--- src/rtl/tmr16_pkg.sv ---
`timescale 1ns/1ps
package tmr16_pkg;
    localparam int ADDR_W     = 3;
    localparam int CTRL_WIDE  = 0;
    localparam int CTRL_CAPV  = 1;
    localparam int FLAG_MATCH = 0;

    typedef enum logic [ADDR_W-1:0] {
        A_CNT_LO  = 3'd0,
        A_CNT_HI  = 3'd1,
        A_CMPA_LO = 3'd2,
        A_CMPA_HI = 3'd3,
        A_CMPB_LO = 3'd4,
        A_CMPB_HI = 3'd5,
        A_CTRL    = 3'd6,
        A_FLAG    = 3'd7
    } reg_addr_e;

    typedef enum logic [1:0] {
        OP_HOLD,
        OP_LOAD,
        OP_STEP,
        OP_WRAP
    } cnt_op_e;
endpackage

--- src/rtl/tmr16_byteport.sv ---
`timescale 1ns/1ps
module tmr16_byteport
    import tmr16_pkg::*;
#(
    parameter int DATA_W = 8
) (
    input  logic                  clk,
    input  logic                  rst_n,
    input  logic [ADDR_W-1:0]     bus_addr,
    input  logic                  bus_wr,
    input  logic                  bus_rd,
    input  logic [DATA_W-1:0]     bus_wdata,
    output logic [DATA_W-1:0]     bus_rdata,
    input  logic [2*DATA_W-1:0]   cnt_q,
    input  logic                  flag_q,
    output logic                  wide,
    output logic [2*DATA_W-1:0]   top_val,
    output logic [1:0]            cnt_wr_be,
    output logic [2*DATA_W-1:0]   cnt_wr_val,
    output logic                  flag_clr
);
    localparam int WORD_W = 2 * DATA_W;
    localparam int NCMP   = 2;

    reg_addr_e                    addr;
    logic [1:0]                   ctrl_q;
    logic                         capv;
    logic [DATA_W-1:0]            temp_q, temp_d, rd_mux;
    logic [NCMP-1:0][WORD_W-1:0]  cmp_w;
    logic [WORD_W-1:0]            cmp_sel;
    logic                         hi_stage;

    assign addr    = reg_addr_e'(bus_addr);
    assign wide    = ctrl_q[CTRL_WIDE];
    assign capv    = ctrl_q[CTRL_CAPV];
    assign cmp_sel = cmp_w[bus_addr[2]];
    assign top_val = cmp_w[0];

    // Compare registers: one slice per register, addresses two apart.
    for (genvar g = 0; g < NCMP; g++) begin : g_cmp
        localparam logic [ADDR_W-1:0] LO_A = ADDR_W'(int'(A_CMPA_LO) + 2 * g);
        localparam logic [ADDR_W-1:0] HI_A = ADDR_W'(int'(A_CMPA_LO) + 2 * g + 1);
        logic [WORD_W-1:0] q;
        always_ff @(posedge clk or negedge rst_n) begin
            if (!rst_n) begin
                q <= '0;
            end else if (bus_wr && bus_addr == LO_A) begin
                q <= wide ? {temp_q, bus_wdata} : {q[WORD_W-1:DATA_W], bus_wdata};
            end else if (bus_wr && !wide && bus_addr == HI_A) begin
                q[WORD_W-1:DATA_W] <= bus_wdata;
            end
        end
        assign cmp_w[g] = q;
    end

    always_ff @(posedge clk or negedge rst_n) begin
        if (!rst_n) begin
            ctrl_q <= '0;
        end else if (bus_wr && addr == A_CTRL) begin
            ctrl_q <= bus_wdata[1:0];
        end
    end

    assign flag_clr   = bus_wr && addr == A_FLAG && bus_wdata[FLAG_MATCH];
    assign cnt_wr_val = {(wide ? temp_q : bus_wdata), bus_wdata};

    always_comb begin
        cnt_wr_be = 2'b00;
        if (bus_wr) begin
            if (addr == A_CNT_LO) begin
                cnt_wr_be = wide ? 2'b11 : 2'b01;
            end else if (addr == A_CNT_HI && !wide) begin
                cnt_wr_be = 2'b10;
            end
        end
    end

    // Shared staging byte: writes take priority over read-side loads.
    assign hi_stage = wide && (addr == A_CNT_HI || addr == A_CMPA_HI || addr == A_CMPB_HI);

    always_comb begin
        temp_d = temp_q;
        if (bus_wr) begin
            if (hi_stage) begin
                temp_d = bus_wdata;
            end
        end else if (bus_rd && wide) begin
            if (addr == A_CNT_LO) begin
                temp_d = cnt_q[WORD_W-1:DATA_W];
            end else if (capv && (addr == A_CMPA_LO || addr == A_CMPB_LO)) begin
                temp_d = cmp_sel[WORD_W-1:DATA_W];
            end
        end
    end

    always_ff @(posedge clk or negedge rst_n) begin
        if (!rst_n) begin
            temp_q <= '0;
        end else begin
            temp_q <= temp_d;
        end
    end

    always_comb begin
        rd_mux = '0;
        unique case (addr)
            A_CNT_LO:             rd_mux = cnt_q[DATA_W-1:0];
            A_CNT_HI:             rd_mux = wide ? temp_q : cnt_q[WORD_W-1:DATA_W];
            A_CMPA_LO, A_CMPB_LO: rd_mux = cmp_sel[DATA_W-1:0];
            A_CMPA_HI, A_CMPB_HI: rd_mux = (wide && capv) ? temp_q : cmp_sel[WORD_W-1:DATA_W];
            A_CTRL:               rd_mux = DATA_W'(ctrl_q);
            A_FLAG:               rd_mux = DATA_W'(flag_q);
            default:              rd_mux = '0;
        endcase
    end

    assign bus_rdata = bus_rd ? rd_mux : '0;

    // High-byte write in wide mode must leave compare contents alone.
    assert_stage_only_R2: assert property (@(posedge clk) disable iff (!rst_n)
        (bus_wr && wide && bus_addr == A_CMPA_HI) |=> $stable(cmp_w));

    // Counter low read stages the high byte present at that edge.
    assert_lo_read_stages_R3: assert property (@(posedge clk) disable iff (!rst_n)
        (bus_rd && !bus_wr && wide && bus_addr == A_CNT_LO)
            |=> (temp_q == $past(cnt_q[WORD_W-1:DATA_W])));

    // Narrow mode never touches the staging byte.
    assert_narrow_temp_idle_R7: assert property (@(posedge clk) disable iff (!rst_n)
        (!wide) |=> $stable(temp_q));
endmodule

--- src/rtl/tmr16_ctc_core.sv ---
`timescale 1ns/1ps
module tmr16_ctc_core
    import tmr16_pkg::*;
#(
    parameter int DATA_W = 8
) (
    input  logic                clk,
    input  logic                rst_n,
    input  logic                tick_en,
    input  logic                wide,
    input  logic [2*DATA_W-1:0] top_val,
    input  logic [1:0]          cnt_wr_be,
    input  logic [2*DATA_W-1:0] cnt_wr_val,
    input  logic                flag_clr,
    output logic [2*DATA_W-1:0] cnt_q,
    output logic                flag_q
);
    localparam int WORD_W = 2 * DATA_W;

    cnt_op_e           op;
    logic              at_top, flag_set, flag_d;
    logic [WORD_W-1:0] cnt_d;

    function automatic logic hits(input logic w, input logic [WORD_W-1:0] c,
                                  input logic [WORD_W-1:0] t);
        return w ? (c == t) : (c[DATA_W-1:0] == t[DATA_W-1:0]);
    endfunction

    assign at_top = hits(wide, cnt_q, top_val);

    // Operation select: a CPU load beats any tick.
    always_comb begin
        if (cnt_wr_be[0])  op = OP_LOAD;
        else if (!tick_en) op = OP_HOLD;
        else if (at_top)   op = OP_WRAP;
        else               op = OP_STEP;
    end

    always_comb begin
        cnt_d = cnt_q;
        unique case (op)
            OP_HOLD: cnt_d = cnt_q;
            OP_LOAD: cnt_d[DATA_W-1:0] = cnt_wr_val[DATA_W-1:0];
            OP_STEP: begin
                if (wide) cnt_d = cnt_q + WORD_W'(1);
                else      cnt_d[DATA_W-1:0] = cnt_q[DATA_W-1:0] + DATA_W'(1);
            end
            OP_WRAP: begin
                if (wide) cnt_d = '0;
                else      cnt_d[DATA_W-1:0] = '0;
            end
            default: cnt_d = cnt_q;
        endcase
        if (cnt_wr_be[1]) begin
            cnt_d[WORD_W-1:DATA_W] = cnt_wr_val[WORD_W-1:DATA_W];
        end
    end

    assign flag_set = (op == OP_STEP || op == OP_WRAP) && hits(wide, cnt_d, top_val);
    assign flag_d   = flag_set | (flag_q & ~flag_clr);

    always_ff @(posedge clk or negedge rst_n) begin
        if (!rst_n) begin
            cnt_q  <= '0;
            flag_q <= 1'b0;
        end else begin
            cnt_q  <= cnt_d;
            flag_q <= flag_d;
        end
    end

    assert_idle_hold_R8: assert property (@(posedge clk) disable iff (!rst_n)
        (!tick_en && cnt_wr_be == 2'b00) |=> $stable(cnt_q));

    assert_wrap_to_bottom_R9: assert property (@(posedge clk) disable iff (!rst_n)
        (tick_en && !cnt_wr_be[0] && at_top) |=> (cnt_q[DATA_W-1:0] == '0));

    assert_load_wins_R10: assert property (@(posedge clk) disable iff (!rst_n)
        cnt_wr_be[0] |=> (cnt_q[DATA_W-1:0] == $past(cnt_wr_val[DATA_W-1:0])));

    assert_set_beats_clear_R11: assert property (@(posedge clk) disable iff (!rst_n)
        flag_set |=> flag_q);

    assert_flag_sticky_R11: assert property (@(posedge clk) disable iff (!rst_n)
        (flag_q && !flag_clr) |=> flag_q);
endmodule

--- src/rtl/tmr16_regif.sv ---
`timescale 1ns/1ps
module tmr16_regif
    import tmr16_pkg::*;
#(
    parameter int DATA_W = 8
) (
    input  logic              clk,
    input  logic              rst_n,
    input  logic              tick_en,
    input  logic [ADDR_W-1:0] bus_addr,
    input  logic              bus_wr,
    input  logic              bus_rd,
    input  logic [DATA_W-1:0] bus_wdata,
    output logic [DATA_W-1:0] bus_rdata,
    output logic              cmp_flag
);
    localparam int WORD_W = 2 * DATA_W;

    logic              wide, flag_clr;
    logic [1:0]        cnt_wr_be;
    logic [WORD_W-1:0] top_val, cnt_wr_val, cnt_q;

    tmr16_byteport #(.DATA_W(DATA_W)) u_port (
        .clk        (clk),
        .rst_n      (rst_n),
        .bus_addr   (bus_addr),
        .bus_wr     (bus_wr),
        .bus_rd     (bus_rd),
        .bus_wdata  (bus_wdata),
        .bus_rdata  (bus_rdata),
        .cnt_q      (cnt_q),
        .flag_q     (cmp_flag),
        .wide       (wide),
        .top_val    (top_val),
        .cnt_wr_be  (cnt_wr_be),
        .cnt_wr_val (cnt_wr_val),
        .flag_clr   (flag_clr)
    );

    tmr16_ctc_core #(.DATA_W(DATA_W)) u_core (
        .clk        (clk),
        .rst_n      (rst_n),
        .tick_en    (tick_en),
        .wide       (wide),
        .top_val    (top_val),
        .cnt_wr_be  (cnt_wr_be),
        .cnt_wr_val (cnt_wr_val),
        .flag_clr   (flag_clr),
        .cnt_q      (cnt_q),
        .flag_q     (cmp_flag)
    );
endmodule

--- config.mk ---
export PLATFORM = sky130hd
export DESIGN_NAME = tmr16_regif
export DESIGN_NICKNAME = d
export VERILOG_FILES = /design/src/rtl/tmr16_pkg.sv /design/src/rtl/tmr16_byteport.sv /design/src/rtl/tmr16_ctc_core.sv /design/src/rtl/tmr16_regif.sv
export SDC_FILE = /design/constraint.sdc
export NUM_CORES = 1
export LEC_CHECK = 0
export BUFFER_PORTS_ARGS = -buffer_cell sky130_fd_sc_hd__buf_2
export CORE_AREA = 4 4 101 103
export DETAILED_ROUTE_END_ITERATION = 10
export DIE_AREA = 0 0 105 107
export PLACE_DENSITY = 0.78
export SYNTH_ARGS = -nofsm -noshare
export SYNTH_HDL_FRONTEND = slang
export SYNTH_SLANG_ARGS = --single-unit
--- constraint.sdc ---
create_clock -name clk -period 2.83 [get_ports clk]
set_clock_uncertainty 0.2 [all_clocks]
set_input_delay 0.1415 -clock clk [delete_from_list [all_inputs] [get_ports clk]]
set_output_delay 0.1415 -clock clk [all_outputs]
set_load 0.02 [all_outputs]
# == After elaboration in Yosys (flattened, before gate mapping) ==
# Index checks and enable logic that the tools add are counted.
# classes
add_sub_neg,2
order_cmp,1
eq_ne,17
n_mux,32
bitwise_logic,3
n_reduce_logical,30
# op_table
operator,count
$mux 8,17
$mux 16,3
$pmux 8 s6,1
$eq 16x16->1,2
$pmux 8 s4,1
$add 16x1->16 const B,1
$eq 8x8->1,2
$pmux 8 s2,1
$logic_and 1x1->1,14
$eq 3x3->1 const B,4
$mux 2,6
$add 8x1->8 const B,1
$eq 3x2->1 const B,2
$ne 2x1->1 const B,3
$reduce_bool 2->1,3
$eq 2x2->1 const B,2
$logic_or 1x1->1,4
$reduce_and 2->1,2
$reduce_or 2->1,2
$eq 3x1->1 const B,1
$logic_not 3->1,1
$mux 1,3
$reduce_and 3->1,1
$reduce_bool 3->1,1
7 further kinds,7
# totals
regBits,59
inputBits,16
out_inout_bits,9
wordCells,93

# == Logic depth before layout (Yosys ltp) ==
# logic_depth
depth_word,13
depth_mapped,12
depth_no_buf,10

# == By module ==
# From an unflattened synthesis, not the netlist that was laid out.
# unflattened
cells_unflattened,579
hier_area_um2,5009.8
# modules_own_cells
module,n_inst,cells_each,area_per_inst_um2,seq_area_each_um2
tmr16_byteport,1,312,2954.1,1051.0
tmr16_ctc_core,1,267,2055.7,425.4

# == Worst setup path after synthesis ==
# No wires, ideal clock.
# synth_path
kind,register -> register
start,register u_core.cnt_q[3]
end,register u_core.flag_q
setup_ns,0.095
arrival_ns,2.345
required_time_ns,2.535
path_slack_ns,0.190
stages_incl_launch_ff,11
path_buffers,1
synth_period_minus_slack_ns,2.640
path_cell_list,dfrtp_1 buf_6 nand4_2 or4_1 or3_1 a22oi_2 nor2_1 a211oi_2 and4_1 a41oi_1 o31ai_1
# synth_via
elab_chain_len,12
word_cells_on_any_way,23
cone_classes,add/sub: 2; eq/ne: 7; mux: 10; bitwise: 1; reduce/logical: 3
# synth_rtl
item,line_no,rtl
"start, declared",tmr16_ctc_core.sv:15,"output logic [2*DATA_W-1:0] cnt_q,"
"start signal, assigned",tmr16_ctc_core.sv:67,cnt_q <= cnt_d;
$eq 16x16->1 or $eq 8x8->1 (tied branches),tmr16_ctc_core.sv:26,return w ? (c == t) : (c[DATA_W-1:0] == t[DATA_W-1:0]);
$mux 1,tmr16_ctc_core.sv:26,
$mux 1,tmr16_ctc_core.sv:35,else if (at_top) op = OP_WRAP;
$mux 2,tmr16_ctc_core.sv:34,else if (!tick_en) op = OP_HOLD;
$mux 2,tmr16_ctc_core.sv:33,if (cnt_wr_be[0]) op = OP_LOAD;
$eq 2x2->1,"tmr16_ctc_core.sv:41, tmr16_ctc_core.sv:59",
$pmux 8 s2,tmr16_ctc_core.sv:41,unique case (op)
$mux 8,tmr16_ctc_core.sv:54,if (cnt_wr_be[1]) begin
$eq 16x16->1,tmr16_ctc_core.sv:26,
$mux 1,tmr16_ctc_core.sv:26,
$logic_and 1x1->1 *,tmr16_ctc_core.sv:59,"assign flag_set = (op == OP_STEP || op == OP_WRAP) && hits(wide, cnt_d, top_val);"
$or 1x1->1 *,tmr16_ctc_core.sv:60,assign flag_d = flag_set | (flag_q & ~flag_clr);
net u_core.flag_d,tmr16_ctc_core.sv:21,"logic at_top, flag_set, flag_d;"
"end signal, assigned",tmr16_ctc_core.sv:68,flag_q <= flag_d;
"end, declared",tmr16_ctc_core.sv:16,output logic flag_q
# Mark *: on every way through the listed nets, which the timed path passes. The rest lies on a longest branch.
# A chain may end at the register's enable or synchronous reset.

# == Final worst setup path ==
# layout_path
start,register u_core.cnt_q[6]
end,register u_core.flag_q
# The elaborated chain is that of the path after synthesis.

==> impl_metrics.toml <==
[grt]
grt_pass1_wl_um = 24500
grt_use_total = 0.281
grt_remaining_overflow = 0
antenna_found_initial = 0
first_global_vias = 4324
grt_max_degree = 46

[timing]
slew_headroom = 0.282
setup_viol = 0
period_needed_ps = 2820
post-route-period-util = 0.998
finalHoldViolations = 0
whs_ps = 96.7
final_max_slew_viol_count = 0
fin_ws_ps = 6.04
clock.fmax_ghz = 0.354
worstMarginPinSlew_ps = 1080

[floorplanning]
ios = 25
num_rows = 35
design.core.area_sq_um = 9200
initial_core_util = 0.494
die_h_um = 107
dieArea_sq_um = 11200
die_w_um = 105

[min_path]
holdPathStages = 4
worstHoldPathType = "in2reg"
holdCritStartpoint = "tick_en"
hold_end = "u_core.cnt_q[4]"

[logic_synthesis]
synth_flop_cell = "dfrtp_1"
syn-num-nets = 567
synth.distinct_cells = 72
synth_most_common_cell = "nand2_1"
yosys.area.top_type = "dfrtp_1"
yosys_warnings = 0
synth_edf_count = 0
yosys-top-cells-area = "dfrtp_1 (32%), mux2i_1 (8.8%), o21ai_0 (5.9%), a21oi_1 (5.7%), nand2_1 (5.2%)"
ys_seq_area_frac = 0.325
synth_top_area_frac = 0.325
syn_inst = 550
ys_ff_latch = 59
async_flop_share = 1.00
synthesis.area_sq_um = 4540
yosys-top-cells-count = "nand2_1 (63), dfrtp_1 (59), o21ai_0 (54)"
synth.avg_cell_area_sq_um = 8.26

[cts]
clock_latency_ps = 340
cts-root-buf = "clkbuf_8"
clk_transition_reported_paths_ps = 80
cts-buffers-inserted = 9
htree_levels = 3
cts_buffer_depth = 2
cts_tree = "yes"
cts_num_sinks = 59

[setup_path]
start_kind = "flop"
critPathTopFamily = "compound AO/OA/AOI/OAI gates"
r2r_cells = 11
critPathMaxStageDelay_ps = 440
worstReg2RegEnd = "u_core.flag_q"
crit_slowest_cell = "dfrtp_2"
critPathKind = "reg2reg"
rr_startpoint = "u_core.cnt_q[6]"
cp.buffers_inverters = 2
crit_path_max_fanout = 5
worstSetupEndpointType = "flop"
required_ps = 2880
ff2ff_setup_slack_ps = 6
path_common_cell = "buf_4"
worstPathCellList = "xnor2_1 -> nand4_2 -> buf_4 -> nor4_2 -> buf_4 -> o21ai_0 -> o21a_1 -> a32o_1 -> o31ai_4 -> a41oi_1 -> o31ai_1"
critPathArrivalTime_ps = 2870

[pwr]
peakVddDrop_mv = 0.426
cellLeakagePower_nw = 2.39
power.density_nw_per_um2 = 810

[final_layout]
layout.filler_cells = 784
syn_to_final_growth_pct = 21.1
diodes = 0
final_nets = 642
multiInputGateArea_sq_um = 2780
drive_above_1_share = 0.271
seq_area_sq_um = 1490

[routing]
vias = 4661
wirelength_um = 15800
detail-route-antenna-nets = 0
dr.pass1.iters = 5
viasPerCell = 6.29
drt_iter0_markers = 505
post_drt_wl_per_cell_um = 21.3
drc = 0

[run_status]
status = "completed"

[placement]
gp_congestion = 0.973
post-dp-hpwl_um = 11500
place_ws_ps = -9.59
portBuffers = 24

[job]
maxCapViolCount = 0
placed cells by master (no fill, tap or decap), types with 9 or more instances in the layout:
master and n:
nor2_1 45, buf_2 24, mux2_2 13, clkbuf_8 11
a21oi_1 52, dfrtp_1 50, inv_1 17, buf_4 77
mux2i_1 40, o21ai_0 54, nand2_1 63, nand3_1 15
xnor2_1 23, dfrtp_2 9, dlygate4sd3_1 9
through the flow:
| step | area, sq um | power, mW | std cells | util | TNS (ps) |
|---|---|---|---|---|---|
| 2_1_floorplan | 4540 | 2.67 | 550 | - | 0 |
| 3_3_place_gp | 5070 | 3.39 | 711 | 0.551 | 0 |
| 3_5_place_dp | 5070 | 3.41 | 711 | 0.551 | -9.59 |
| 4_1_cts | 5390 | 4.34 | 736 | 0.587 | 0 |
| 5_1_grt | 5500 | 4.70 | 741 | 0.598 | -95.1 |
| 6_report | 5500 | 4.46 | 741 | 0.598 | 0 |
routing by layer:
metal	track usage	vias to the layer above	routed length, um
met5	0	-	0
met4	0.112	0	636
met3	0.0470	59	1440
met2	0.426	275	7030
met1	0.400	2207	6680
li1	-	2120	-
worst register-to-register path: cells and delay by family (launching register included):
family / cells / cell delay (ps)
buffers and inverters: 2 / 400
and+or+nand+nor: 2 / 410
xor gates and xnor gates: 1 / 190
AOI/OAI and AO/OA: 6 / 1070
DFF: 1 / 440
layout make-up:
cell class / count / share of cell area
clock inverters: 4 / 0.0132
well taps: 111 / 0.0252
repair buffers: 111 / 0.145
flip-flops and latches: 59 / 0.270
clock buffers: 12 / 0.0282
multi-input cells: 426 / 0.505
inverters: 18 / 0.0123
where the power goes:
| group | total, mW | internal (mW) | switching (mW) |
|---|---|---|---|
| registers | 1.42 | 1.11 | 0.306 |
| logic | 2.13 | 0.969 | 1.17 |
| clock network | 0.907 | 0.543 | 0.363 |
| total | 4.46 | 2.63 | 1.83 |
cells by family after synthesis:
| kind of cell | Yosys count | share of synthesized area |
|---|---|---|
| AND/OR/NAND/NOR | 183 | 0.203 |
| flip-flops | 59 | 0.325 |
| adder cells (fa/ha/maj) | 1 | 0.00275 |
| buffers and inverters | 65 | 0.0768 |
| AO/OA/AOI/OAI | 159 | 0.215 |
| multiplexers | 53 | 0.120 |
| XOR/XNOR | 30 | 0.0578 |
timing repair:
item | CTS | global route
endpoints found under the setup margin | 1 | 1
cloned | 0 | 0
endpoints found under the hold margin | 58 | 0
gates resized for setup | 1 | 20
pin swaps | 0 | 4
setup buffers | 0 | 5
hold buffers | 9 | 0
registers in the layout, summed over array words and instances (netlist names):
signal / cells
u_core.flag_q: 1
u_core.cnt_q: 16
u_port.g_cmp.q: 16
u_port.ctrl_q: 2
u_port.temp_q: 8
u_port.top_val: 16
worst max-delay path by stage:
stage                    startpoint       endpoint  slack (ps)  cells after the start
global route        u_core.cnt_q[4]  u_core.flag_q        -100                     11
finish              u_core.cnt_q[6]  u_core.flag_q           6                     11
detailed placement  u_core.cnt_q[1]  u_core.flag_q         -10                      9
floorplan           u_core.cnt_q[3]  u_core.flag_q         190                     10
global placement    u_core.cnt_q[0]  u_core.flag_q           9                      9
CTS                 u_core.cnt_q[6]  u_core.flag_q           1                      9
Note: power is estimated with default switching activity, not from simulation.
